==> src/rtl/wdw_pkg.sv <==
`timescale 1ns / 1ps
package wdw_pkg;

    localparam int AGE_W = 17;

    typedef logic [AGE_W-1:0] age_t;

    typedef struct packed {
        age_t early_lim;
        age_t late_lim;
    } win_lim_t;

    typedef enum logic [1:0] {
        VERD_NONE  = 2'd0,
        VERD_EARLY = 2'd1,
        VERD_LATE  = 2'd2
    } verdict_e;

    // Limit pair per option code, in prescaler ticks.
    function automatic win_lim_t win_limits(input logic [2:0] sel);
        win_lim_t l;
        case (sel)
            3'd0:    begin l.early_lim = age_t'(3);    l.late_lim = age_t'(20);     end
            3'd1:    begin l.early_lim = age_t'(30);   l.late_lim = age_t'(200);    end
            3'd2:    begin l.early_lim = age_t'(30);   l.late_lim = age_t'(600);    end
            3'd3:    begin l.early_lim = age_t'(30);   l.late_lim = age_t'(20000);  end
            3'd4:    begin l.early_lim = age_t'(30);   l.late_lim = age_t'(120000); end
            3'd5:    begin l.early_lim = age_t'(48);   l.late_lim = age_t'(88);     end
            3'd6:    begin l.early_lim = age_t'(82);   l.late_lim = age_t'(152);    end
            default: begin l.early_lim = age_t'(1536); l.late_lim = age_t'(2480);   end
        endcase
        return l;
    endfunction

endpackage

==> src/rtl/wdw_edge_filter.sv <==
`timescale 1ns / 1ps
module wdw_edge_filter #(
    parameter int SYNC_STAGES = 2,
    parameter int FILT_CYC    = 30
) (
    input  logic clk,
    input  logic rst,
    input  logic din,
    output logic fall_evt
);
    localparam int CW = $clog2(FILT_CYC + 1);

    logic [SYNC_STAGES-1:0] sync_q;
    logic [CW-1:0]          run_q;
    logic                   lvl_q;
    logic                   fall_q;
    logic                   sample;
    logic                   flip;

    // Synchroniser chain, idles high.
    always_ff @(posedge clk) begin
        if (rst) sync_q <= '1;
        else     sync_q <= {sync_q[SYNC_STAGES-2:0], din};
    end

    assign sample = sync_q[SYNC_STAGES-1];
    assign flip   = (sample != lvl_q) && (run_q == CW'(FILT_CYC - 1));

    // Level changes only after FILT_CYC consecutive differing samples.
    always_ff @(posedge clk) begin
        if (rst) begin
            run_q  <= '0;
            lvl_q  <= 1'b1;
            fall_q <= 1'b0;
        end else begin
            fall_q <= flip & lvl_q;
            if (sample == lvl_q) begin
                run_q <= '0;
            end else if (flip) begin
                lvl_q <= sample;
                run_q <= '0;
            end else begin
                run_q <= run_q + 1'b1;
            end
        end
    end

    assign fall_evt = fall_q;

endmodule

==> src/rtl/wdw_tick_timer.sv <==
`timescale 1ns / 1ps
module wdw_tick_timer
    import wdw_pkg::*;
#(
    parameter int TICK_DIV = 100000
) (
    input  logic clk,
    input  logic rst,
    input  logic clr,
    output logic tick,
    output age_t age
);
    localparam int PRE_W = (TICK_DIV > 1) ? $clog2(TICK_DIV) : 1;

    age_t age_q;

    generate
        if (TICK_DIV == 1) begin : g_no_pre
            assign tick = 1'b1;
        end else begin : g_pre
            logic [PRE_W-1:0] pre_q;
            assign tick = (pre_q == PRE_W'(TICK_DIV - 1));
            always_ff @(posedge clk) begin
                if (rst || clr)  pre_q <= '0;
                else if (tick)   pre_q <= '0;
                else             pre_q <= pre_q + 1'b1;
            end
        end
    endgenerate

    // Tick count since the last restart, saturating.
    always_ff @(posedge clk) begin
        if (rst || clr)              age_q <= '0;
        else if (tick && age_q != '1) age_q <= age_q + 1'b1;
    end

    assign age = age_q;

endmodule

==> src/rtl/wdw_window_judge.sv <==
`timescale 1ns / 1ps
module wdw_window_judge
    import wdw_pkg::*;
(
    input  logic     clk,
    input  logic     rst,
    input  logic     hold,
    input  logic     fall_evt,
    input  logic     tick,
    input  age_t     age,
    input  win_lim_t lim,
    output logic     restart,
    output logic     armed,
    output logic     fault_early,
    output logic     fault_late,
    output logic     wd_fault
);
    logic     evt;
    logic     expire;
    logic     armed_q;
    verdict_e verdict;
    verdict_e verd_q;

    assign evt    = fall_evt & ~hold;
    assign expire = tick & (age == (lim.late_lim - 1'b1)) & ~hold;

    // A service event takes priority over a coincident expiry.
    always_comb begin
        verdict = VERD_NONE;
        if (evt) begin
            if (armed_q && (age < lim.early_lim)) verdict = VERD_EARLY;
        end else if (expire) begin
            verdict = VERD_LATE;
        end
    end

    assign restart = evt | expire;

    always_ff @(posedge clk) begin
        if (rst) begin
            armed_q <= 1'b0;
            verd_q  <= VERD_NONE;
        end else begin
            if (hold)     armed_q <= 1'b0;
            else if (evt) armed_q <= 1'b1;
            verd_q <= verdict;
        end
    end

    assign armed       = armed_q;
    assign fault_early = (verd_q == VERD_EARLY);
    assign fault_late  = (verd_q == VERD_LATE);
    assign wd_fault    = (verd_q != VERD_NONE);

endmodule

==> src/rtl/wdw_supervisor.sv <==
`timescale 1ns / 1ps
module wdw_supervisor
    import wdw_pkg::*;
#(
    parameter int TICK_DIV    = 100000,
    parameter int FILT_CYC    = 30,
    parameter int SYNC_STAGES = 2
) (
    input  logic       clk,
    input  logic       rst,
    input  logic [2:0] opt_sel,
    input  logic       rst_active,
    input  logic       wdi,
    output logic       wd_fault,
    output logic       fault_early,
    output logic       fault_late
);
    win_lim_t lim_w;
    age_t     age_w;
    logic     tick_w;
    logic     fall_w;
    logic     restart_w;
    logic     armed_w;
    logic     clr_w;

    assign lim_w = win_limits(opt_sel);
    assign clr_w = rst_active | restart_w;

    wdw_edge_filter #(
        .SYNC_STAGES(SYNC_STAGES),
        .FILT_CYC   (FILT_CYC)
    ) u_filter (
        .clk     (clk),
        .rst     (rst),
        .din     (wdi),
        .fall_evt(fall_w)
    );

    wdw_tick_timer #(
        .TICK_DIV(TICK_DIV)
    ) u_timer (
        .clk (clk),
        .rst (rst),
        .clr (clr_w),
        .tick(tick_w),
        .age (age_w)
    );

    wdw_window_judge u_judge (
        .clk        (clk),
        .rst        (rst),
        .hold       (rst_active),
        .fall_evt   (fall_w),
        .tick       (tick_w),
        .age        (age_w),
        .lim        (lim_w),
        .restart    (restart_w),
        .armed      (armed_w),
        .fault_early(fault_early),
        .fault_late (fault_late),
        .wd_fault   (wd_fault)
    );

endmodule

==> config.mk <==
export PLATFORM = sky130hd
export DESIGN_NAME = wdw_supervisor
export DESIGN_NICKNAME = d
export VERILOG_FILES = /design/src/rtl/wdw_pkg.sv /design/src/rtl/wdw_edge_filter.sv /design/src/rtl/wdw_tick_timer.sv /design/src/rtl/wdw_window_judge.sv /design/src/rtl/wdw_supervisor.sv
export SDC_FILE = /design/constraint.sdc
export NUM_CORES = 1
export LEC_CHECK = 0
export BUFFER_PORTS_ARGS = -buffer_cell sky130_fd_sc_hd__clkbuf_2
export CAP_MARGIN = 0
export CORE_ASPECT_RATIO = 0.8
export CORE_MARGIN = 2
export CORE_UTILIZATION = 46
export CTS_BUF_LIST = sky130_fd_sc_hd__clkbuf_16
export DETAILED_ROUTE_END_ITERATION = 8
export HOLD_SLACK_MARGIN = 0.12
export PLACE_DENSITY_LB_ADDON = 0.25
export SLEW_MARGIN = 20
export SYNTH_ARGS = -nofsm -noshare
export SYNTH_HDL_FRONTEND = slang
export SYNTH_SLANG_ARGS = --single-unit
==> constraint.sdc <==
create_clock -name clk -period 7.65 [get_ports clk]
set_input_delay 1.53 -clock clk [delete_from_list [all_inputs] [get_ports clk]]
set_output_delay 1.53 -clock clk [all_outputs]
set_load 0.02 [all_outputs]
Yosys cells after proc, flatten, opt, wreduce, memory -nomap -nowiden
Index checks and enable logic that the tools add are counted.
{"block": "word_totals", "out_inout_bits": 3, "inputBits": 7, "register_bits": 46, "elab_cells": 49, "romBits": 0, "memories": 0, "latch_bits": 0, "ramBits": 0}
{"block": "op_classes", "n_mul": 0, "n_mux": 4, "n_div": 0, "addsub": 4, "n_eq_ne": 14, "n_bitwise": 8, "n_lt_le_gt_ge": 1, "shifts": 0, "reduce_logical": 10}
{"cell": "28-bit case mux with 7 select lines", "n": 1}
{"cell": "17-bit by 1-bit adder with 17-bit output, second input constant", "n": 2}
{"cell": "17-bit == test", "n": 1}
{"cell": "17-bit == test, second input constant", "n": 1}
{"cell": "17-bit by 11-bit < comparator with 1-bit output", "n": 1}
{"cell": "17-bit != test, second input constant", "n": 1}
{"cell": "17-bit by 1-bit subtractor with 17-bit output, second input constant", "n": 1}
{"cell": "3-bit == test, second input constant", "n": 3}
{"cell": "3-bit by 2-bit == test with 1-bit output, second input constant", "n": 2}
{"cell": "5-bit by 1-bit adder with 5-bit output, second input constant", "n": 1}
{"cell": "5-bit == test, second input constant", "n": 1}
{"cell": "1-bit AND", "n": 4}
{"cell": "2-bit 2-to-1 mux", "n": 2}
{"cell": "2-bit OR reduction", "n": 2}
{"cell": "3-bit by 1-bit == test with 1-bit output, second input constant", "n": 1}
{"cell": "1-bit logical AND", "n": 3}
{"cell": "3-bit logical NOT", "n": 1}
{"cell": "3-bit OR reduction", "n": 1}
{"cell": "2-bit by 1-bit == test with 1-bit output, second input constant", "n": 1}
{"cell": "2-bit == test, second input constant", "n": 1}
{"cell": "1-bit NOT", "n": 2}
{"cell": "1-bit bitwise OR", "n": 2}
{"cell": "2-bit AND reduction", "n": 1}
{"cell": "2-bit nonzero test", "n": 1}
{"cell": "4 further kinds", "n": 4}

Logic depth before layout (Yosys ltp)
{"block": "logic_depth", "ltp_word": 10, "mapped_depth": 12, "mapped_depth_nobuf": 11}

Cells and area by module
From an unflattened synthesis, not the netlist that was laid out.
{"block": "unflattened", "cells_unflattened": 402, "hier_area_um2": 3372.0}
{"mod": "wdw_tick_timer", "seq_area_each_um2": 680.7, "area_per_inst_um2": 1720.4, "cells_per_inst": 197, "instances": 1}
{"mod": "wdw_window_judge", "seq_area_each_um2": 60.1, "area_per_inst_um2": 1104.8, "cells_per_inst": 143, "instances": 1}
{"mod": "wdw_edge_filter", "seq_area_each_um2": 180.2, "area_per_inst_um2": 330.3, "cells_per_inst": 31, "instances": 1}
{"mod": "wdw_supervisor", "seq_area_each_um2": 0.0, "area_per_inst_um2": 216.5, "cells_per_inst": 31, "instances": 1}

Worst setup path before layout
OpenSTA, ideal clock, no wires.
{"block": "synth_timing", "kind": "input-to-reg", "start": "in opt_sel[2]", "end": "reg u_timer.age_q[10] (netlist: u_timer.age[10])", "path_slack_ns": 4.054, "required_ns": 7.518, "path_stages": 12, "n_path_buf": 4, "arrival_time_ns": 3.464, "setup_time_ns": 0.132, "cell_sequence": "buf_6 or3_1 clkbuf_2 ha_1 xnor2_1 a21oi_1 nand3_1 a2111oi_0 and4_1 buf_4 buf_12 nor3_1"}
{"block": "synth_via", "elab_chain_cells": 9, "word_cells_on_any_way": 15, "cone_classes": "add/sub (1); eq/ne (7); mux (1); bitwise (4); reduce/logical (2)"}
{"element": "start: declaration", "line_no": "wdw_supervisor.sv:11", "rtl": "input logic [2:0] opt_sel,"}
{"element": "3-bit == test, or another cell as far along", "line_no": "wdw_pkg.sv:22", "rtl": "case (sel)"}
{"element": "28-bit case mux with 7 select lines *", "line_no": "wdw_pkg.sv:22"}
{"element": "17-bit by 1-bit subtractor with 17-bit output *", "line_no": "wdw_window_judge.sv:25", "rtl": "assign expire = tick & (age == (lim.late_lim - 1'b1)) & ~hold;"}
{"element": "17-bit == test *", "line_no": "wdw_window_judge.sv:25"}
{"element": "1-bit AND * (2 in a row)", "line_no": "wdw_window_judge.sv:25"}
{"element": "1-bit bitwise OR *", "line_no": "wdw_window_judge.sv:37", "rtl": "assign restart = evt | expire;"}
{"element": "1-bit bitwise OR *", "line_no": "wdw_supervisor.sv:27", "rtl": "assign clr_w = rst_active | restart_w;"}
{"element": "1-bit logical OR *", "line_no": "wdw_tick_timer.sv:33", "rtl": "if (rst || clr) age_q <= '0;"}
{"element": "end signal: assignment", "line_no": "wdw_tick_timer.sv:34", "rtl": "else if (tick && age_q != '1) age_q <= age_q + 1'b1;"}
{"element": "end: declaration", "line_no": "wdw_tick_timer.sv:15", "rtl": "age_t age_q;"}
Mark *: on every way between the ends. The rest lies on a longest branch, timed or not.
A chain may end at the register's enable or synchronous reset.

Final worst setup path
{"block": "layout_timing", "start": "in opt_sel[2]", "end": "reg u_timer.age_q[4] (netlist: u_timer.age[4])"}
Same word-level chain as after synthesis.

==> impl_metrics.json <==
{
  "die_area_mm2": 0.00627,
  "htreeDepth": 2,
  "cts-root-buf": "clkbuf_16",
  "ir_worst_vdd_v": 0.000129,
  "power.leakage_nw": 1.03,
  "synth.area.mux_share_pct": 0.770,
  "tightest_slew_ns": 0.695,
  "nets": 334,
  "drc": 0,
  "dp_cells": 384,
  "core-area_mm2": 0.00547,
  "pin_count": 10,
  "vias": 2130,
  "synth_edf_count": 0,
  "die_w_um": 88.0,
  "die_h_um": 71.2,
  "crit_required_ns": 7.78,
  "setup_violations": 0,
  "cts_tree": "done",
  "hold_buffers": 0,
  "ys_seq_area_share_pct": 35.4,
  "clock_latency_ns": 0.28,
  "placed_area_mm2": 0.00267,
  "fin_cells": 391,
  "hold_violations": 0,
  "pwr_density_cell_mw_per_mm2": 167,
  "grt_start_max_net_pins": 18,
  "route.final.wire_length_mm": 5.27,
  "postRouteAntennaNets": 0,
  "clkTransAtPathRegs_ns": 0.06,
  "layout-drive-gt1-share_pct": 8.31,
  "post_cts_buffers": 0,
  "hpwlAfterDp_mm": 3.84,
  "status": "finished clean",
  "avgSynthCellArea_um2": 8.41,
  "synth-compound-area-share_pct": 7.94,
  "grt_pass1_wl_mm": 9.07,
  "worstHoldPathType": "register to register",
  "synth_top_family_by_area": "simple AND/OR/NAND/NOR gates",
  "fmax_mhz": 256,
  "cp_max_fo": 17,
  "fin_setup_tns_ns": 0,
  "drt_iter0_markers": 195,
  "cp-start-kind": "primary input",
  "diodes": 0,
  "cts_num_sinks": 46,
  "synth-seq-cells": 46,
  "cap_violations": 0,
  "critPathCaptureType": "register",
  "synth_fa_ha_area_share_pct": 6.74,
  "cts_buffer_depth": 2,
  "rows": 24,
  "cts.repair.resized": 0,
  "synthXorXnorAreaFrac_pct": 11.8,
  "path_class": "primary input to register",
  "min_period_ns": 3.90,
  "arrival_ns": 4.03,
  "synthFlopType": "dfxtp_1",
  "grt_overflow": 0,
  "rsz0062_at_grt": "false",
  "ys_types": 52,
  "io_buffers": 9,
  "place_congestion": 0.962,
  "wl_per_cell_um": 13.5,
  "slew_viol_final": 0,
  "syn_to_final_growth_pct": 7.94,
  "track_usage_pct": 18.2,
  "first_pass_iters": 5,
  "finClkSkew_ns": 0.00536,
  "initial_core_util_pct": 47.6,
  "synth_warnings": 0,
  "final_cell_area_mm2": 0.00281,
  "synth_cells": 309,
  "syn-cell-area_mm2": 0.00260,
  "synth-simple-area-share_pct": 33.4,
  "max-slew-margin-rel_pct": 53.4,
  "routed_via_density": 5.45,
  "grt_pass1_vias": 1920,
  "async_flop_share_pct": 0,
  "antenna_found_initial": 0,
  "cts_buffers": 5,
  "min_period_over_period_pct": 51.0,
  "syn_nets": 330
}
[registers in the layout, indices dropped and copies added (netlist names)]
signal,count
u_judge.armed,1
u_filter.sync_q,2
u_filter.fall_evt,1
u_filter.lvl_q,1
u_filter.run_q,5
u_timer.g_pre.pre_q,17
u_timer.age,17
u_judge.verd_q,2
[through the flow]
stage          power, mW  util, %  hold WS, ns  setup slack, ns
6_report           0.468     51.3        0.427             3.75
5_1_grt            0.489     51.3        0.447             3.57
4_1_cts            0.473     51.3        0.427             3.80
3_5_place_dp       0.273     48.9        0.412             3.50
3_3_place_gp       0.274     48.9        0.393             3.59
2_1_floorplan      0.268        -        0.389             4.05
[cells in the mapped netlist, types with 7 or more instances]
library cell,count,area [µm²]
a21oi_1,10,50.1
dfxtp_1,46,921
clkbuf_1,7,26.3
xor2_1,20,175
and3_1,8,50.1
nor3_1,20,100
nand3_1,16,80.1
nand4_1,11,68.8
xnor2_1,15,131
nor2_1,34,128
ha_1,14,175
nand2_1,24,90.1
[cell families after synthesis]
kind of cell | after synthesis
buffers and inverters | 19
and+or+nand+nor | 161
AOI/OAI and AO/OA | 32
adders and majority gates | 14
muxes | 2
DFF | 46
xor gates and xnor gates | 35
[final cells by class]
class | instances | area [µm²]
fill | 536 | 2660
multi-input combinational | 244 | 1580
sequential | 46 | 921
clock buffer | 5 | 125
tap | 78 | 97.6
timing repair buffer | 10 | 52.6
inverter | 6 | 22.5
clock inverter | 2 | 10.0
[worst max-delay path, cell delays in order]
cell and delay [ns]:
clkbuf_2 0.22, or3_1 0.52, ha_1 0.35, xnor2_1 0.12, a21oi_1 0.14, nand3_1 0.10, a2111oi_0 0.25, and4_1 0.69
nor3_1 0.12
[cell usage in the layout (no fill, tap or decap), types with 6 or more instances in the layout]
cell type,n
nor2b_1,6
nor2_1,34
inv_1,6
a21oi_1,10
nand4_1,11
o21ai_0,6
xnor2_1,15
ha_1,14
xor2_1,20
clkbuf_2,9
dfxtp_1,46
nand2_1,24
nor3_1,20
nand3_1,16
and3_1,8
[layer usage]
metal,track usage [%],part of all wire [%],vias to the layer above
met5,0,0,-
met1,27.3,52,967
li1,-,-,1100
met4,3.70,0.68,0
met2,25.8,40,58
met3,5.53,6.7,5
[final timing paths]
| check | endpoint | slack, ns | startpoint | cells after the start |
|---|---|---|---|---|
| max | u_timer.age[4] | 3.75 | opt_sel[2] | 9 |
| min | u_filter.sync_q[1] | 0.43 | u_filter.sync_q[0] | 1 |
| max reg2reg | u_timer.age[11] | 5.23 | u_timer.age[6] | 10 |
| min reg2reg | u_filter.sync_q[1] | 0.43 | u_filter.sync_q[0] | 1 |
[power by group]
group          total (mW)  leakage [nW]  internal (mW)  switching [mW]
Sequential          0.241         0.371          0.241        0.000765
Clock               0.199        0.0694          0.118          0.0812
Combinational      0.0274         0.593         0.0107          0.0167
Total               0.468          1.03          0.369          0.0987
Power figures use the tool's default switching activity.
